`src/rtl/sync_evt_pkg.sv`:
```
package sync_evt_pkg;

  typedef enum logic [1:0] {
    MODE_BLOCK     = 2'd0,
    MODE_DIRECT    = 2'd1,
    MODE_PULSE_PIN = 2'd2,
    MODE_PULSE_WR  = 2'd3
  } sync_mode_e;

  // Packed MSB first: bit 7 down to bits 1:0
  typedef struct packed {
    logic       clr;
    logic       edge_sel;
    logic       invert;
    logic       enable;
    logic       hold_pll2;
    logic       hold_pll1;
    sync_mode_e mode;
  } sync_ctrl_t;

  localparam logic [7:0] CTRL_RESET = 8'h91;

  function automatic logic apply_polarity(input logic raw, input logic inv);
    return raw ^ inv;
  endfunction

  function automatic logic lock_pending(input logic hold1, input logic hold2,
                                        input logic lock1, input logic lock2);
    return (hold1 & ~lock1) | (hold2 & ~lock2);
  endfunction

  function automatic logic rise(input logic now, input logic prev);
    return now & ~prev;
  endfunction

endpackage

```
`src/rtl/sync_evt_cdc.sv`:
```
module sync_evt_cdc #(
  parameter int WIDTH  = 3,
  parameter int STAGES = 2
) (
  input  logic             clk,
  input  logic             rst_n,
  input  logic [WIDTH-1:0] async_in,
  output logic [WIDTH-1:0] sync_o
);

  for (genvar b = 0; b < WIDTH; b++) begin : g_bit
    logic [STAGES-1:0] chain;
    always_ff @(posedge clk or negedge rst_n) begin
      if (!rst_n) chain <= '0;
      else        chain <= {chain[STAGES-2:0], async_in[b]};
    end
    assign sync_o[b] = chain[STAGES-1];
  end

endmodule

```
`src/rtl/sync_evt_shot.sv`:
```
module sync_evt_shot #(
  parameter int CYCLES = 8
) (
  input  logic clk,
  input  logic rst_n,
  input  logic fire,
  output logic active
);

  localparam int CNT_W = $clog2(CYCLES + 1);

  logic [CNT_W-1:0] cnt;

  always_ff @(posedge clk or negedge rst_n) begin
    if (!rst_n)         cnt <= '0;
    else if (fire)      cnt <= CNT_W'(CYCLES);
    else if (cnt != '0) cnt <= cnt - 1'b1;
  end

  assign active = (cnt != '0);

  AST_SHOT_BOUND: assert property (@(posedge clk) disable iff (!rst_n)
    cnt <= CNT_W'(CYCLES));

  AST_SHOT_RELOAD: assert property (@(posedge clk) disable iff (!rst_n)
    fire |=> active);

  AST_SHOT_COUNTDOWN: assert property (@(posedge clk) disable iff (!rst_n)
    !fire && active |=> cnt == $past(cnt) - 1'b1);

endmodule

```
`src/rtl/sync_evt_route.sv`:
```
module sync_evt_route
  import sync_evt_pkg::*;
(
  input  logic       clk,
  input  logic       rst_n,
  input  logic       enable,
  input  logic       clr,
  input  sync_mode_e mode,
  input  logic       src_level,
  input  logic       wr_rise,
  output logic       sync_out,
  output logic       pulse_trig
);

  logic src_q;
  logic src_rise;
  logic sync_d;
  logic trig_d;

  assign src_rise = rise(src_level, src_q);
  assign sync_d   = enable && (mode == MODE_DIRECT) && src_level;
  assign trig_d   = enable && !clr &&
                    (((mode == MODE_PULSE_PIN) && src_rise) ||
                     ((mode == MODE_PULSE_WR)  && wr_rise));

  always_ff @(posedge clk or negedge rst_n) begin
    if (!rst_n) begin
      src_q      <= 1'b0;
      sync_out   <= 1'b0;
      pulse_trig <= 1'b0;
    end else begin
      src_q      <= src_level;
      sync_out   <= sync_d;
      pulse_trig <= trig_d;
    end
  end

  AST_DISABLED_QUIET: assert property (@(posedge clk) disable iff (!rst_n)
    !enable |=> !sync_out && !pulse_trig);

  AST_BLOCK_QUIET: assert property (@(posedge clk) disable iff (!rst_n)
    mode == MODE_BLOCK |=> !sync_out && !pulse_trig);

  AST_CLR_NO_TRIG: assert property (@(posedge clk) disable iff (!rst_n)
    clr |=> !pulse_trig);

  AST_OUT_EXCLUSIVE: assert property (@(posedge clk) disable iff (!rst_n)
    !(sync_out && pulse_trig));

  AST_TRIG_SINGLE: assert property (@(posedge clk) disable iff (!rst_n)
    pulse_trig && mode == $past(mode) |=> !pulse_trig);

endmodule

```
`src/rtl/sync_event_ctrl.sv`:
```
module sync_event_ctrl
  import sync_evt_pkg::*;
#(
  parameter int SHOT_CYCLES = 8,
  parameter int SYNC_STAGES = 2
) (
  input  logic       clk,
  input  logic       rst_n,
  input  logic       sync_pin,
  input  logic       pll1_lock,
  input  logic       pll2_lock,
  input  logic [7:0] ctrl_reg,
  input  logic       pcnt_wr,
  output logic       sync_out,
  output logic       pulse_trig
);

  sync_ctrl_t ctrl;
  logic [2:0] raw_in;
  logic [2:0] synced;
  logic       pin_s, lock1_s, lock2_s;
  logic       req, req_q, req_rise;
  logic       shot_active;
  logic       pin_act;
  logic       lock_wait;
  logic       src_level;
  logic       wr_q, wr_rise;

  assign ctrl   = sync_ctrl_t'(ctrl_reg);
  assign raw_in = {pll2_lock, pll1_lock, sync_pin};

  sync_evt_cdc #(.WIDTH(3), .STAGES(SYNC_STAGES)) u_cdc (
    .clk      (clk),
    .rst_n    (rst_n),
    .async_in (raw_in),
    .sync_o   (synced)
  );

  assign pin_s   = synced[0];
  assign lock1_s = synced[1];
  assign lock2_s = synced[2];

  assign req      = apply_polarity(pin_s, ctrl.invert);
  assign req_rise = rise(req, req_q);
  assign wr_rise  = rise(pcnt_wr, wr_q);

  always_ff @(posedge clk or negedge rst_n) begin
    if (!rst_n) begin
      req_q <= 1'b0;
      wr_q  <= 1'b0;
    end else begin
      req_q <= req;
      wr_q  <= pcnt_wr;
    end
  end

  sync_evt_shot #(.CYCLES(SHOT_CYCLES)) u_shot (
    .clk    (clk),
    .rst_n  (rst_n),
    .fire   (req_rise && ctrl.edge_sel),
    .active (shot_active)
  );

  assign pin_act   = ctrl.edge_sel ? shot_active : req;
  assign lock_wait = lock_pending(ctrl.hold_pll1, ctrl.hold_pll2, lock1_s, lock2_s);
  assign src_level = pin_act | lock_wait;

  sync_evt_route u_route (
    .clk        (clk),
    .rst_n      (rst_n),
    .enable     (ctrl.enable),
    .clr        (ctrl.clr),
    .mode       (ctrl.mode),
    .src_level  (src_level),
    .wr_rise    (wr_rise),
    .sync_out   (sync_out),
    .pulse_trig (pulse_trig)
  );

  AST_LOCK_HOLDS: assert property (@(posedge clk) disable iff (!rst_n)
    ctrl.enable && ctrl.mode == MODE_DIRECT && lock_wait |=> sync_out);

  AST_LEVEL_TRACK: assert property (@(posedge clk) disable iff (!rst_n)
    ctrl.enable && ctrl.mode == MODE_DIRECT && !ctrl.edge_sel && req |=> sync_out);

  AST_DIRECT_NO_TRIG: assert property (@(posedge clk) disable iff (!rst_n)
    ctrl.mode == MODE_DIRECT |=> !pulse_trig);

endmodule

```
`config.mk`:
```
export PLATFORM = sky130hd
export DESIGN_NAME = sync_event_ctrl
export DESIGN_NICKNAME = d
export VERILOG_FILES = /design/src/rtl/sync_evt_pkg.sv /design/src/rtl/sync_evt_cdc.sv /design/src/rtl/sync_evt_shot.sv /design/src/rtl/sync_evt_route.sv /design/src/rtl/sync_event_ctrl.sv
export SDC_FILE = /design/constraint.sdc
export NUM_CORES = 1
export LEC_CHECK = 0
export BUFFER_PORTS_ARGS = -buffer_cell sky130_fd_sc_hd__buf_2
export CAP_MARGIN = 15
export CORE_AREA = 2 2 39 41
export CTS_BUF_LIST = sky130_fd_sc_hd__clkbuf_8
export CTS_CLUSTER_SIZE = 30
export DETAILED_ROUTE_END_ITERATION = 6
export DIE_AREA = 0 0 41 43
export GPL_ROUTABILITY_DRIVEN = 1
export GPL_TIMING_DRIVEN = 0
export HOLD_SLACK_MARGIN = 0.12
export PLACE_DENSITY = 0.69
export REMOVE_ABC_BUFFERS = 1
export SYNTH_ARGS = -nofsm -noshare
export SYNTH_HDL_FRONTEND = slang
export SYNTH_SLANG_ARGS = --single-unit
```
`constraint.sdc`:
```
create_clock -name clk -period 1.8 [get_ports clk]
set_input_delay 0.27 -clock clk [delete_from_list [all_inputs] [get_ports clk]]
set_output_delay 0.27 -clock clk [all_outputs]
set_load 0.02 [all_outputs]
```
==> After elaboration in Yosys (flattened, before gate mapping) <==
Index checks and enable logic that the tools add are counted.
{ "word_totals": {"word_cells": 40, "input_bits": 14, "ff_bits": 15, "out_inout_bits": 2} }
{ "op_classes": {"muxes": 3, "reduce_logical": 11, "n_addsub": 1, "bitwise_logic": 13, "n_eq_ne": 3} }
{ "ops": {"columns": ["cell", "n"], "rows": [
  ["$mux W4", 2],
  ["$logic_and A1 B1 Y1", 7],
  ["$and A1 B1 Y1", 5],
  ["$not A1 Y1", 5],
  ["$eq A2 B2 Y1 const B", 2],
  ["$reduce_bool A4 Y1", 1],
  ["$sub A4 B1 Y4 const B", 1],
  ["$eq A2 B1 Y1 const B", 1],
  ["$or A1 B1 Y1", 2],
  ["$reduce_bool A2 Y1", 1],
  ["$logic_not A1 Y1", 1],
  ["$logic_or A1 B1 Y1", 1],
  ["$mux W1", 1],
  ["$xor A1 B1 Y1", 1]
]} }

==> Logic depth before layout (Yosys ltp) <==
Gate-level depths: netlist (run 1).
{ "depth": {"word_depth": 8, "depth_mapped": 6, "ltp_nobuf": 5} }

==> Cells and area by module <==
From an unflattened synthesis (run 1), not the netlist that was laid out.
{ "hier_totals": {"hier_cells": 47, "area_unflattened_um2": 604.3} }
{ "modules_own_cells": {"columns": ["module", "seq_area_each_um2", "area_each_um2", "cells_each", "instances"], "rows": [
  ["sync_evt_shot", 100.1, 217.7, 20, 1],
  ["sync_evt_cdc", 150.1, 172.7, 9, 1],
  ["sync_evt_route", 75.1, 115.1, 8, 1],
  ["sync_event_ctrl", 50.0, 98.8, 10, 1]
]} }

==> Worst setup path before layout (run 1) <==
Ideal clock, no wire load.
{ "synth_timing": {"path_kind": "register -> register", "startpoint": "register u_shot.cnt[0]", "endpoint": "register u_route.pulse_trig", "setup_time_ns": 0.142, "path_stages_with_launch": 7, "synth_period_minus_slack_ns": 1.435, "n_path_buf": 1, "slack_ns": 0.365, "required_time_ns": 1.658, "arrival_time_ns": 1.293, "cell_sequence": "dfrtp_1 > inv_1 > ha_1 > or3b_1 > buf_2 > a21oi_1 > a21oi_1"} }
{ "synth_via": {"elab_chain_cells": 7} }
{ "synth_lines": {"columns": ["item", "line", "source"], "rows": [
  ["start, declared", "sync_evt_shot.sv:12", "logic [CNT_W-1:0] cnt;"],
  ["start signal, assigned", "sync_evt_shot.sv:16", "else if (fire) cnt <= CNT_W'(CYCLES);"],
  ["start signal, assigned", "sync_evt_shot.sv:17", "else if (cnt != '0) cnt <= cnt - 1'b1;"],
  ["$reduce_bool A4 Y1", "sync_evt_shot.sv:20", "assign active = (cnt != '0);"],
  ["$mux W1", "sync_event_ctrl.sv:64", "assign pin_act = ctrl.edge_sel ? shot_active : req;"],
  ["$or A1 B1 Y1", "sync_event_ctrl.sv:66", "assign src_level = pin_act | lock_wait;"],
  ["$and A1 B1 Y1", "sync_evt_pkg.sv:33", "return now & ~prev;"],
  ["$logic_and A1 B1 Y1", "sync_evt_route.sv:23", "(((mode == MODE_PULSE_PIN) && src_rise) ||"],
  ["$logic_or A1 B1 Y1", "sync_evt_route.sv:23", null],
  ["$logic_and A1 B1 Y1", "sync_evt_route.sv:22", "assign trig_d = enable && !clr &&"],
  ["net u_route.trig_d", "sync_evt_route.sv:18", "logic trig_d;"],
  ["end signal, assigned", "sync_evt_route.sv:34", "pulse_trig <= trig_d;"],
  ["end, declared", "sync_evt_route.sv:12", "output logic pulse_trig"]
]} }
The timed path passes the listed nets, and every way through them passes these cells.
A chain may end at the register's enable or synchronous reset.

==> Worst setup path in the final report (run 1) <==
Same ends and word-level chain as after synthesis.

==> results.sh, run 1 <==
export IMPL_regArea_um2=375.4
export IMPL_syn_area_per_cell_um2=12.41
export IMPL_postCtsSetupBuffers=0
export IMPL_die_area_um2=1763
export IMPL_cp_end_kind="flip-flop"
export IMPL_holdCritPathClass="in -> reg"
export IMPL_ys_ff_latch=15
export IMPL_die_h_um=43
export IMPL_grt_pass1_vias=371
export IMPL_ant_nets=0
export IMPL_tightest_slew_ns=0.4690
export IMPL_seq_area_frac_synth=0.6303
export IMPL_grt_overflow=0
export IMPL_leakagePower_nw=0.3816
export IMPL_fin_util=0.5579
export IMPL_core_area_um2=1384
export IMPL_syn_cell_area_um2=595.6
export IMPL_drt_iter0_drc=5
export IMPL_finalHoldViolations=0
export IMPL_place_hpwl_um=664
export IMPL_initial_core_util=0.4304
export IMPL_drt_wl_total_um=878
export IMPL_nFillCells=122
export IMPL_slew_violations=0
export IMPL_drt_first_pass_iters=4
export IMPL_outcome="finished, final reports clean"
export IMPL_ys_warn_count=0
export IMPL_cp_start_kind="flip-flop"
export IMPL_fp_row_count=14
export IMPL_rr_endpoint="u_route.pulse_trig"
export IMPL_fin_worst_skew_ns=0.003023
export IMPL_synth_distinct_cells=20
export IMPL_rsz0062_at_grt="false"
export IMPL_n_antenna_cell=0
export IMPL_multiInputGateArea_um2=196.4
export IMPL_vdd_drop_max_uv=656.4
export IMPL_clk_latency_ns=0.24
export IMPL_grt_pass1_wl_um=1380
export IMPL_gp_congestion=0.7336
export IMPL_fin_tns_setup_ns=0
export IMPL_dp_cells=78
export IMPL_grt_max_degree=16
export IMPL_cts_made_buffers=3
export IMPL_crit_arrival_ns=1.62
export IMPL_critPathKind="reg -> reg"
export IMPL_via_count=402
export IMPL_antenna_found_initial=0
export IMPL_htree_num_levels=1
export IMPL_cts_buffer_depth=2
export IMPL_numClockSinks=15
export IMPL_clkSlewWorstSetupHoldPaths_ns=0.06
export IMPL_power_density_nw_per_um2=1229
export IMPL_period_minus_slack_ns=1.518
export IMPL_fin_crit_sh=0.8431
export IMPL_drv_cap=0
export IMPL_max_freq_mhz=658.9
export IMPL_grtUsageTotal=0.1191
export IMPL_drive_gt1_frac=0.3000
export IMPL_syn_to_final_growth_pct=29.62
export IMPL_hold_slack_ns=0.1469
export IMPL_reg2reg_slack_ns=0.28
export IMPL_r2r_start="u_shot.cnt[0]"
export IMPL_netlist_instances=48
export IMPL_worst_path_max_fanout=5
export IMPL_startpoint="u_shot.cnt[0]"
export IMPL_fp_dieW_um=41
export IMPL_ff2ff_path_depth=5
export IMPL_cp_required_ns=1.91
export IMPL_cts_root_buf="clkbuf_8"
export IMPL_ios=16
export IMPL_drcViolationCount=0
export IMPL_nNetsFinal=87
export IMPL_setup_viol=0
export IMPL_tritoncts="built"
export IMPL_wire_per_inst_um=10.21
export IMPL_endpoint="u_route.pulse_trig"
export IMPL_numPortBuffers=15
export IMPL_avgViaCountPerCell=4.674
export IMPL_relSlewSlack=0.6873
export IMPL_layout_cells_non_filler=86
## through the flow
step	total power, mW	cell area (µm²)	worst slack (ns)
after floorplan	0.6271	590.6	0.3881
after global placement	0.6783	685.7	0.2945
after detailed placement	0.6857	685.7	0.2930
after CTS	0.9570	742.0	0.2859
after global routing	1.022	772.0	0.2186
final	0.9484	772.0	0.2824
## where the power goes
group | internal [mW] | switching [mW]
logic | 0.131 | 0.114
registers | 0.400 | 0.0386
clock network | 0.153 | 0.112
total | 0.684 | 0.264
## area by class of cell
cell class,count,share of cell area
Timing Repair Buffer,19,0.1491
Multi-Input combinational cell,27,0.2545
Tap cell,16,0.02593
Clock buffer,3,0.05348
Sequential cell,15,0.4862
Clock inverter,1,0.006483
Inverter,5,0.02431
## synthesized netlist by cell type
cell / count / area share
nor2_1: 2 / 0.013
xnor2_1: 1 / 0.015
nand2b_1: 3 / 0.032
buf_2: 1 / 0.0084
a21oi_1: 3 / 0.025
or3_1: 1 / 0.011
nand2_1: 3 / 0.019
inv_1: 5 / 0.032
nor3_1: 1 / 0.0084
a211o_1: 2 / 0.029
nand3b_1: 2 / 0.025
or3b_1: 1 / 0.015
a211oi_1: 1 / 0.013
xor2_1: 1 / 0.015
dfrtp_1: 15 / 0.63
nor2b_1: 1 / 0.011
a211oi_2: 1 / 0.021
a222oi_1: 1 / 0.017
nor3b_2: 1 / 0.021
ha_1: 2 / 0.042
## layer usage
metal / vias up / wire length (µm) / global-route usage
met2: 8 / 445 / 0.1781
met4: 0 / 0 / 0.06000
met1: 189 / 395 / 0.1419
li1: 205 / - / -
met3: 0 / 37 / 0.04712
met5: - / 0 / 0
## worst min-delay path by stage
stage / start / endpoint / slack (ns) / cells past startpoint
after floorplan: rst_n / req_q / -0.03 / 0
after global placement: rst_n / wr_q / 0.19 / 1
after detailed placement: rst_n / u_cdc.g_bit[1].chain[1] / 0.19 / 1
after CTS: pll2_lock / u_cdc.g_bit[2].chain[0] / 0.12 / 1
after global routing: pcnt_wr / wr_q / 0.14 / 1
final: pcnt_wr / wr_q / 0.15 / 1
## cells by family (layout without fill, tap and decap cells)
logic type,after synthesis,in the layout,share of synthesized area
xor+xnor,2,2,0.02942
fa+ha+maj,2,2,0.04201
buf+inv,6,28,0.03991
compound gates,8,8,0.1050
flops,15,15,0.6303
simple gates,15,15,0.1534
## critical path, cell delays in order (launching register included)
cell     delay (ns)
dfrtp_1        0.40
inv_1          0.08
ha_1           0.18
or3b_1         0.47
a21oi_1        0.18
a21oi_1        0.08
## repair_timing
action                                 4_1_cts  5_1_grt
hold buffers                                 1        3
resized for setup                            0        0
endpoints found under the hold margin       15        3
## sequential cells by signal, indices dropped and copies added, names as in the netlist
signal	flops
req_q	1
u_route.pulse_trig	1
u_route.sync_out	1
u_shot.cnt	4
u_route.src_q	1
u_cdc.g_bit.chain	6
wr_q	1
## placed cells by master, fill, tap and decap left out, types with 2 or more instances in the layout
| cell type | netlist | routed |
|---|---|---|
| a211o_1 | 2 | 2 |
| a21oi_1 | 3 | 3 |
| buf_2 | 1 | 15 |
| clkbuf_8 | 0 | 3 |
| dfrtp_1 | 15 | 15 |
| dlygate4sd3_1 | 0 | 4 |
| ha_1 | 2 | 2 |
| inv_1 | 5 | 5 |
| nand2_1 | 3 | 3 |
| nand2b_1 | 3 | 3 |
| nand3b_1 | 2 | 2 |
| nor2_1 | 2 | 2 |
No activity file was read; power rests on OpenSTA's default activity.
==> inputs of run 2 (changes only) <==
==> constraint.sdc (replaced) <==
create_clock -name clk -period 1.5 [get_ports clk]
set_input_delay 0.225 -clock clk [delete_from_list [all_inputs] [get_ports clk]]
set_output_delay 0.225 -clock clk [all_outputs]
set_load 0.02 [all_outputs]
==> run 2 against run 1 <==
Sequential power is 21% higher. Via count rose by 1.5%. Worst hold slack worse by 0.0085 ns. Critical endpoint unchanged. Largest power group unchanged.
==> results.sh, run 2 (synthesized netlist as in run 1, its figures left out) <==
export IMPL_finalHoldViolations=0
export IMPL_switching_share=0.2789
export IMPL_grt_pass1_wl_um=1435
export IMPL_syn_to_final_growth_pct=32.14
export IMPL_critPathSlowestCell="or3b_4"
export IMPL_critPathKind="reg -> reg"
export IMPL_outcome="finished, final reports clean"
export IMPL_grt_pass1_vias=395
export IMPL_antenna_found_initial=0
export IMPL_p_int_mw=0.8369
export IMPL_rsz0062_at_grt="false"
export IMPL_nNetsFinal=88
export IMPL_holdCritStartpoint="ctrl_reg[1]"
export IMPL_top_register="u_cdc.g_bit.chain"
export IMPL_drt_wl_total_um=882
export IMPL_combPwrFrac=0.268
export IMPL_avgViaCountPerCell=4.690
export IMPL_cp_start_kind="flip-flop"
export IMPL_seqPwrFrac=0.458
export IMPL_leakagePower_nw=0.3846
export IMPL_cp_end_kind="flip-flop"
export IMPL_numPortBuffers=15
export IMPL_cp_cell_sequence="inv_2 > ha_2 > or3b_4 > a21oi_1 > a21oi_1"
export IMPL_fp_row_count=14
export IMPL_worst_path_max_fanout=5
export IMPL_clk_latency_ns=0.24
export IMPL_r2r_start="u_shot.cnt[0]"
export IMPL_fin_tns_setup_ns=0
export IMPL_drt_iter0_drc=3
export IMPL_relSlewSlack=0.6874
export IMPL_cp_required_ns=1.61
export IMPL_grtUsageTotal=0.1232
export IMPL_numClockSinks=15
export IMPL_initial_core_util=0.4304
export IMPL_p_sw_mw=0.3236
export IMPL_n_antenna_cell=0
export IMPL_htree_num_levels=1
export IMPL_cts_buffer_depth=2
export IMPL_drcViolationCount=0
export IMPL_clkPwrFrac=0.274
export IMPL_cts_made_buffers=3
export IMPL_die_h_um=43
export IMPL_period_minus_slack_ns=1.437
export IMPL_ios=16
export IMPL_via_count=408
export IMPL_vdd_drop_max_uv=797.6
export IMPL_tightest_slew_ns=0.4689
export IMPL_fin_worst_skew_ns=0.003177
export IMPL_crit_arrival_ns=1.54
export IMPL_power_density_nw_per_um2=1475
export IMPL_place_ws_ns=-0.006982
export IMPL_grt_overflow=0
export IMPL_final_cell_mix="buf_2, dfrtp_1, dlygate4sd3_1, inv_1"
export IMPL_setup_viol=0
export IMPL_drv_cap=0
export IMPL_slew_violations=0
export IMPL_nFillCells=118
export IMPL_fin_crit_sh=0.9579
export IMPL_crit_path_frequent_cell="a21oi_1"
export IMPL_drt_first_pass_iters=4
export IMPL_max_freq_mhz=695.9
export IMPL_fin_ws_ns=0.06311
export IMPL_postCtsSetupBuffers=0
export IMPL_fin_util=0.5687
export IMPL_power_mw=1.161
export IMPL_slowest_delay_ns=0.42
export IMPL_largest_reg_flops=6
export IMPL_ant_nets=0
export IMPL_wire_per_inst_um=10.14
export IMPL_holdCritPathClass="in -> reg"
export IMPL_startpoint="u_shot.cnt[0]"
export IMPL_largest_registers="u_cdc.g_bit.chain: 6 flops, u_shot.cnt: 4 flops"
export IMPL_clkSlewWorstSetupHoldPaths_ns=0.06
export IMPL_place_hpwl_um=664
export IMPL_die_area_um2=1763
export IMPL_core_area_um2=1384
export IMPL_drive_gt1_frac=0.3380
export IMPL_cts_root_buf="clkbuf_8"
export IMPL_gp_congestion=0.7336
export IMPL_grt_max_degree=16
export IMPL_fp_dieW_um=41
export IMPL_tritoncts="built"
[run 2: critical path: cells and delay by family (launching register included)]
kind                       cells  cell delay (ns)
DFF                            1             0.40
and+or+nand+nor                1             0.42
adders and majority gates      1             0.18
buffers and inverters          1             0.07
AOI/OAI and AO/OA              2             0.23
[run 2: layer usage]
layer,vias to the layer above,GRT usage,wire (µm)
met3,0,0.04712,37
met2,8,0.1906,439
li1,207,-,-
met1,193,0.1419,405
met5,-,0,0
met4,0,0.06000,0
[run 2: path summary, 6_finish.rpt]
kind	to	slack [ns]	cells past startpoint
setup / recovery	u_route.pulse_trig	0.06	5
hold reg to reg	u_cdc.g_bit[0].chain[1]	0.35	0
min in group asynchronous	u_cdc.g_bit[1].chain[1]	0.40	2
max in group asynchronous	u_shot.cnt[0]	0.86	2
setup reg to reg	u_route.pulse_trig	0.06	5
hold / removal	u_route.sync_out	0.14	2
[run 2: area by class of cell]
cell class              count  area (µm²)  share of cell area
clock inverters             1       5.005            0.006359
clock buffers               3       41.29             0.05246
flip-flops and latches     15       375.4              0.4769
multi-input cells          27       201.4              0.2560
repair buffers             20       125.1              0.1590
inverters                   5       18.77             0.02385
well taps                  16       20.02             0.02544
[run 2: stage by stage]
step,cells,hold slack [ns],cell area [µm²]
2_1_floorplan,47,-0.07059,590.6
3_3_place_gp,78,0.1417,685.7
3_5_place_dp,78,0.1458,685.7
4_1_cts,87,0.1341,784.5
5_1_grt,87,0.1331,787.0
6_report,87,0.1384,787.0
[run 2: what timing repair did]
| item | in CTS | in global routing |
|---|---|---|
| hold buffers | 5 | 0 |
| endpoints found under the setup margin | 1 | 2 |
| gates resized for setup | 1 | 2 |
| endpoints found under the hold margin | 19 | 0 |
[run 2: power by group through the flow]
stage                     logic (mW)  registers, mW  clock network (mW)
final                          0.311          0.531               0.318
after floorplan                0.226          0.527                   0
after detailed placement       0.287          0.536                   0
after global placement         0.281          0.533                   0
after CTS                      0.308          0.530               0.330
after global routing           0.354          0.540               0.358
==> inputs of run 3 (changes only) <==
--- a/config.mk
+++ b/config.mk
@@ -16,6 +16,7 @@
 export GPL_TIMING_DRIVEN = 0
 export HOLD_SLACK_MARGIN = 0.12
 export PLACE_DENSITY = 0.69
+export RECOVER_POWER = 100
 export REMOVE_ABC_BUFFERS = 1
 export SYNTH_ARGS = -nofsm -noshare
 export SYNTH_HDL_FRONTEND = slang
==> run 3 against run 2 <==
Die area unchanged. Flip-flop and latch count is the same. Via count decreased by 1.2%. Combinational power is 3% lower. Critical path depth is the same. Critical endpoint unchanged. Largest power group unchanged.
==> results.sh, run 3 (synthesized netlist as in run 1, its figures left out) <==
export IMPL_clkSlewWorstSetupHoldPaths_ns=0.06
export IMPL_combPwrFrac=0.263
export IMPL_numClockSinks=15
export IMPL_endpoint="u_route.pulse_trig"
export IMPL_die_area_um2=1763
export IMPL_ios=16
export IMPL_cts_buffer_depth=2
export IMPL_crit_arrival_ns=1.55
export IMPL_dr_wl_met2_um=442
export IMPL_routed_wl_met3_um=38
export IMPL_n_antenna_cell=0
export IMPL_clkPwrFrac=0.276
export IMPL_max_freq_mhz=695.3
export IMPL_drt_iter0_drc=3
export IMPL_holdCritPathClass="in -> reg"
export IMPL_initial_core_util=0.4304
export IMPL_worst_path_max_fanout=5
export IMPL_fin_crit_sh=0.9588
export IMPL_fin_worst_skew_ns=0.002996
export IMPL_cp_end_kind="flip-flop"
export IMPL_rsz0062_at_grt="false"
export IMPL_dp_cells=78
export IMPL_period_minus_slack_ns=1.438
export IMPL_setup_viol=0
export IMPL_finalHoldViolations=0
export IMPL_r2r_start="u_shot.cnt[0]"
export IMPL_slew_violations=0
export IMPL_drcViolationCount=0
export IMPL_ant_nets=0
export IMPL_cp_start_kind="flip-flop"
export IMPL_p_sw_mw=0.3213
export IMPL_critPathKind="reg -> reg"
export IMPL_cts_made_buffers=3
export IMPL_avgViaCountPerCell=4.632
export IMPL_reg2reg_slack_ns=0.06
export IMPL_startpoint="u_shot.cnt[0]"
export IMPL_final_common_cell="dfrtp_1"
export IMPL_grt_pass1_vias=395
export IMPL_place_hpwl_um=664
export IMPL_routed_top_layer="met3"
export IMPL_via_count=403
export IMPL_slowest_delay_ns=0.43
export IMPL_wire_per_inst_um=10.08
export IMPL_p_int_mw=0.8313
export IMPL_leakagePower_nw=0.3723
export IMPL_power_density_nw_per_um2=1479
export IMPL_tightest_slew_ns=0.7695
export IMPL_layout_cells_non_filler=87
export IMPL_ff2ff_path_depth=5
export IMPL_gp_congestion=0.7336
export IMPL_cp_required_ns=1.61
export IMPL_place_ws_ns=-0.006982
export IMPL_largest_reg_flops=6
export IMPL_final_cell_mix="dfrtp_1, buf_2, dlygate4sd3_1, inv_1, clkbuf_1"
export IMPL_wl_met1_um=396
export IMPL_fin_tns_setup_ns=0
export IMPL_drt_first_pass_iters=4
export IMPL_vdd_drop_max_uv=789.1
export IMPL_antenna_found_initial=0
export IMPL_grt_pass1_wl_um=1435
export IMPL_cts_root_buf="clkbuf_8"
export IMPL_clk_latency_ns=0.24
export IMPL_seqPwrFrac=0.461
export IMPL_rr_endpoint="u_route.pulse_trig"
export IMPL_grtUsageTotal=0.1232
export IMPL_outcome="finished, final reports clean"
export IMPL_fp_dieW_um=41
export IMPL_relSlewSlack=0.4870
export IMPL_numPortBuffers=15
export IMPL_crit_path_frequent_cell="a21oi_1"
export IMPL_switching_share=0.2788
export IMPL_cp_cell_sequence="inv_2 > ha_1 > or3b_4 > a21oi_1 > a21oi_1"
export IMPL_largest_registers="u_cdc.g_bit.chain: 6 flops, u_shot.cnt: 4 flops"
export IMPL_grt_max_degree=16
export IMPL_syn_to_final_growth_pct=30.88
export IMPL_die_h_um=43
export IMPL_fin_ws_ns=0.06184
export IMPL_drv_cap=0
export IMPL_drt_wl_total_um=877
export IMPL_critPathSlowestCell="or3b_4"
export IMPL_htree_num_levels=1
export IMPL_grt_overflow=0
export IMPL_core_area_um2=1384
export IMPL_nNetsFinal=88
export IMPL_tritoncts="built"
export IMPL_top_register="u_cdc.g_bit.chain"
export IMPL_drive_gt1_frac=0.2676
export IMPL_fp_row_count=14
-- run 3: cell count changes in the layout (fill, tap and decap cells not counted), sizes merged --
cell	previous run	this run
buf	15	11
clkbuf	3	7
-- run 3: stage by stage --
step,power [mW],instance area (µm²),util,hold slack (ns)
finish,1.153,779.5,0.5633,0.1386
global route,1.244,779.5,0.5633,0.1331
CTS,1.167,784.5,0.5669,0.1341
detailed placement,0.8229,685.7,0.4955,0.1458
global placement,0.8139,685.7,0.4955,0.1417
floorplan,0.7526,590.6,-,-0.07059
-- run 3: how the worst min path moves through the flow --
stage | start | endpoint | slack (ns) | cells past startpoint
final | ctrl_reg[1] | u_route.sync_out | 0.14 | 2
after global routing | ctrl_reg[1] | u_route.sync_out | 0.13 | 2
after CTS | ctrl_reg[1] | u_route.sync_out | 0.13 | 2
after detailed placement | rst_n | u_cdc.g_bit[1].chain[1] | 0.15 | 1
after global placement | rst_n | wr_q | 0.14 | 1
after floorplan | rst_n | req_q | -0.07 | 0
-- run 3: power groups by stage --
stage | Sequential (mW) | Clock [mW] | Combinational, mW
global route | 0.540 | 0.358 | 0.345
CTS | 0.530 | 0.330 | 0.308
global placement | 0.533 | 0 | 0.281
detailed placement | 0.536 | 0 | 0.287
finish | 0.531 | 0.318 | 0.303
floorplan | 0.527 | 0 | 0.226
-- run 3: critical path: cells and delay by family (launching register included) --
kind | cells | cell delay, ns
flip-flops | 1 | 0.40
AND/OR/NAND/NOR | 1 | 0.43
AO/OA/AOI/OAI | 2 | 0.23
adder cells (fa/ha/maj) | 1 | 0.17
buffers and inverters | 1 | 0.07
-- run 3: layout make-up --
| type | count | area [µm²] |
|---|---|---|
| Tap cell | 16 | 20.02 |
| Sequential cell | 15 | 375.4 |
| Multi-Input combinational cell | 27 | 198.9 |
| Timing Repair Buffer | 20 | 120.1 |
| Clock buffer | 3 | 41.29 |
| Clock inverter | 1 | 5.005 |
| Fill cell | 121 | 604.3 |
| Inverter | 5 | 18.77 |
-- run 3: repair_timing --
action / 4_1_cts / 5_1_grt
hold endpoints to repair: 19 / 0
setup buffers: 0 / 0
endpoints found under the setup margin: 1 / 2
gates resized for setup: 1 / 2
hold buffers: 5 / 0
-- run 3: metal layers --
layer / up-vias / global-route usage
li1: 207 / -
met1: 188 / 0.1419
met2: 8 / 0.1906
met3: 0 / 0.04712
met4: 0 / 0.06000
met5: - / 0
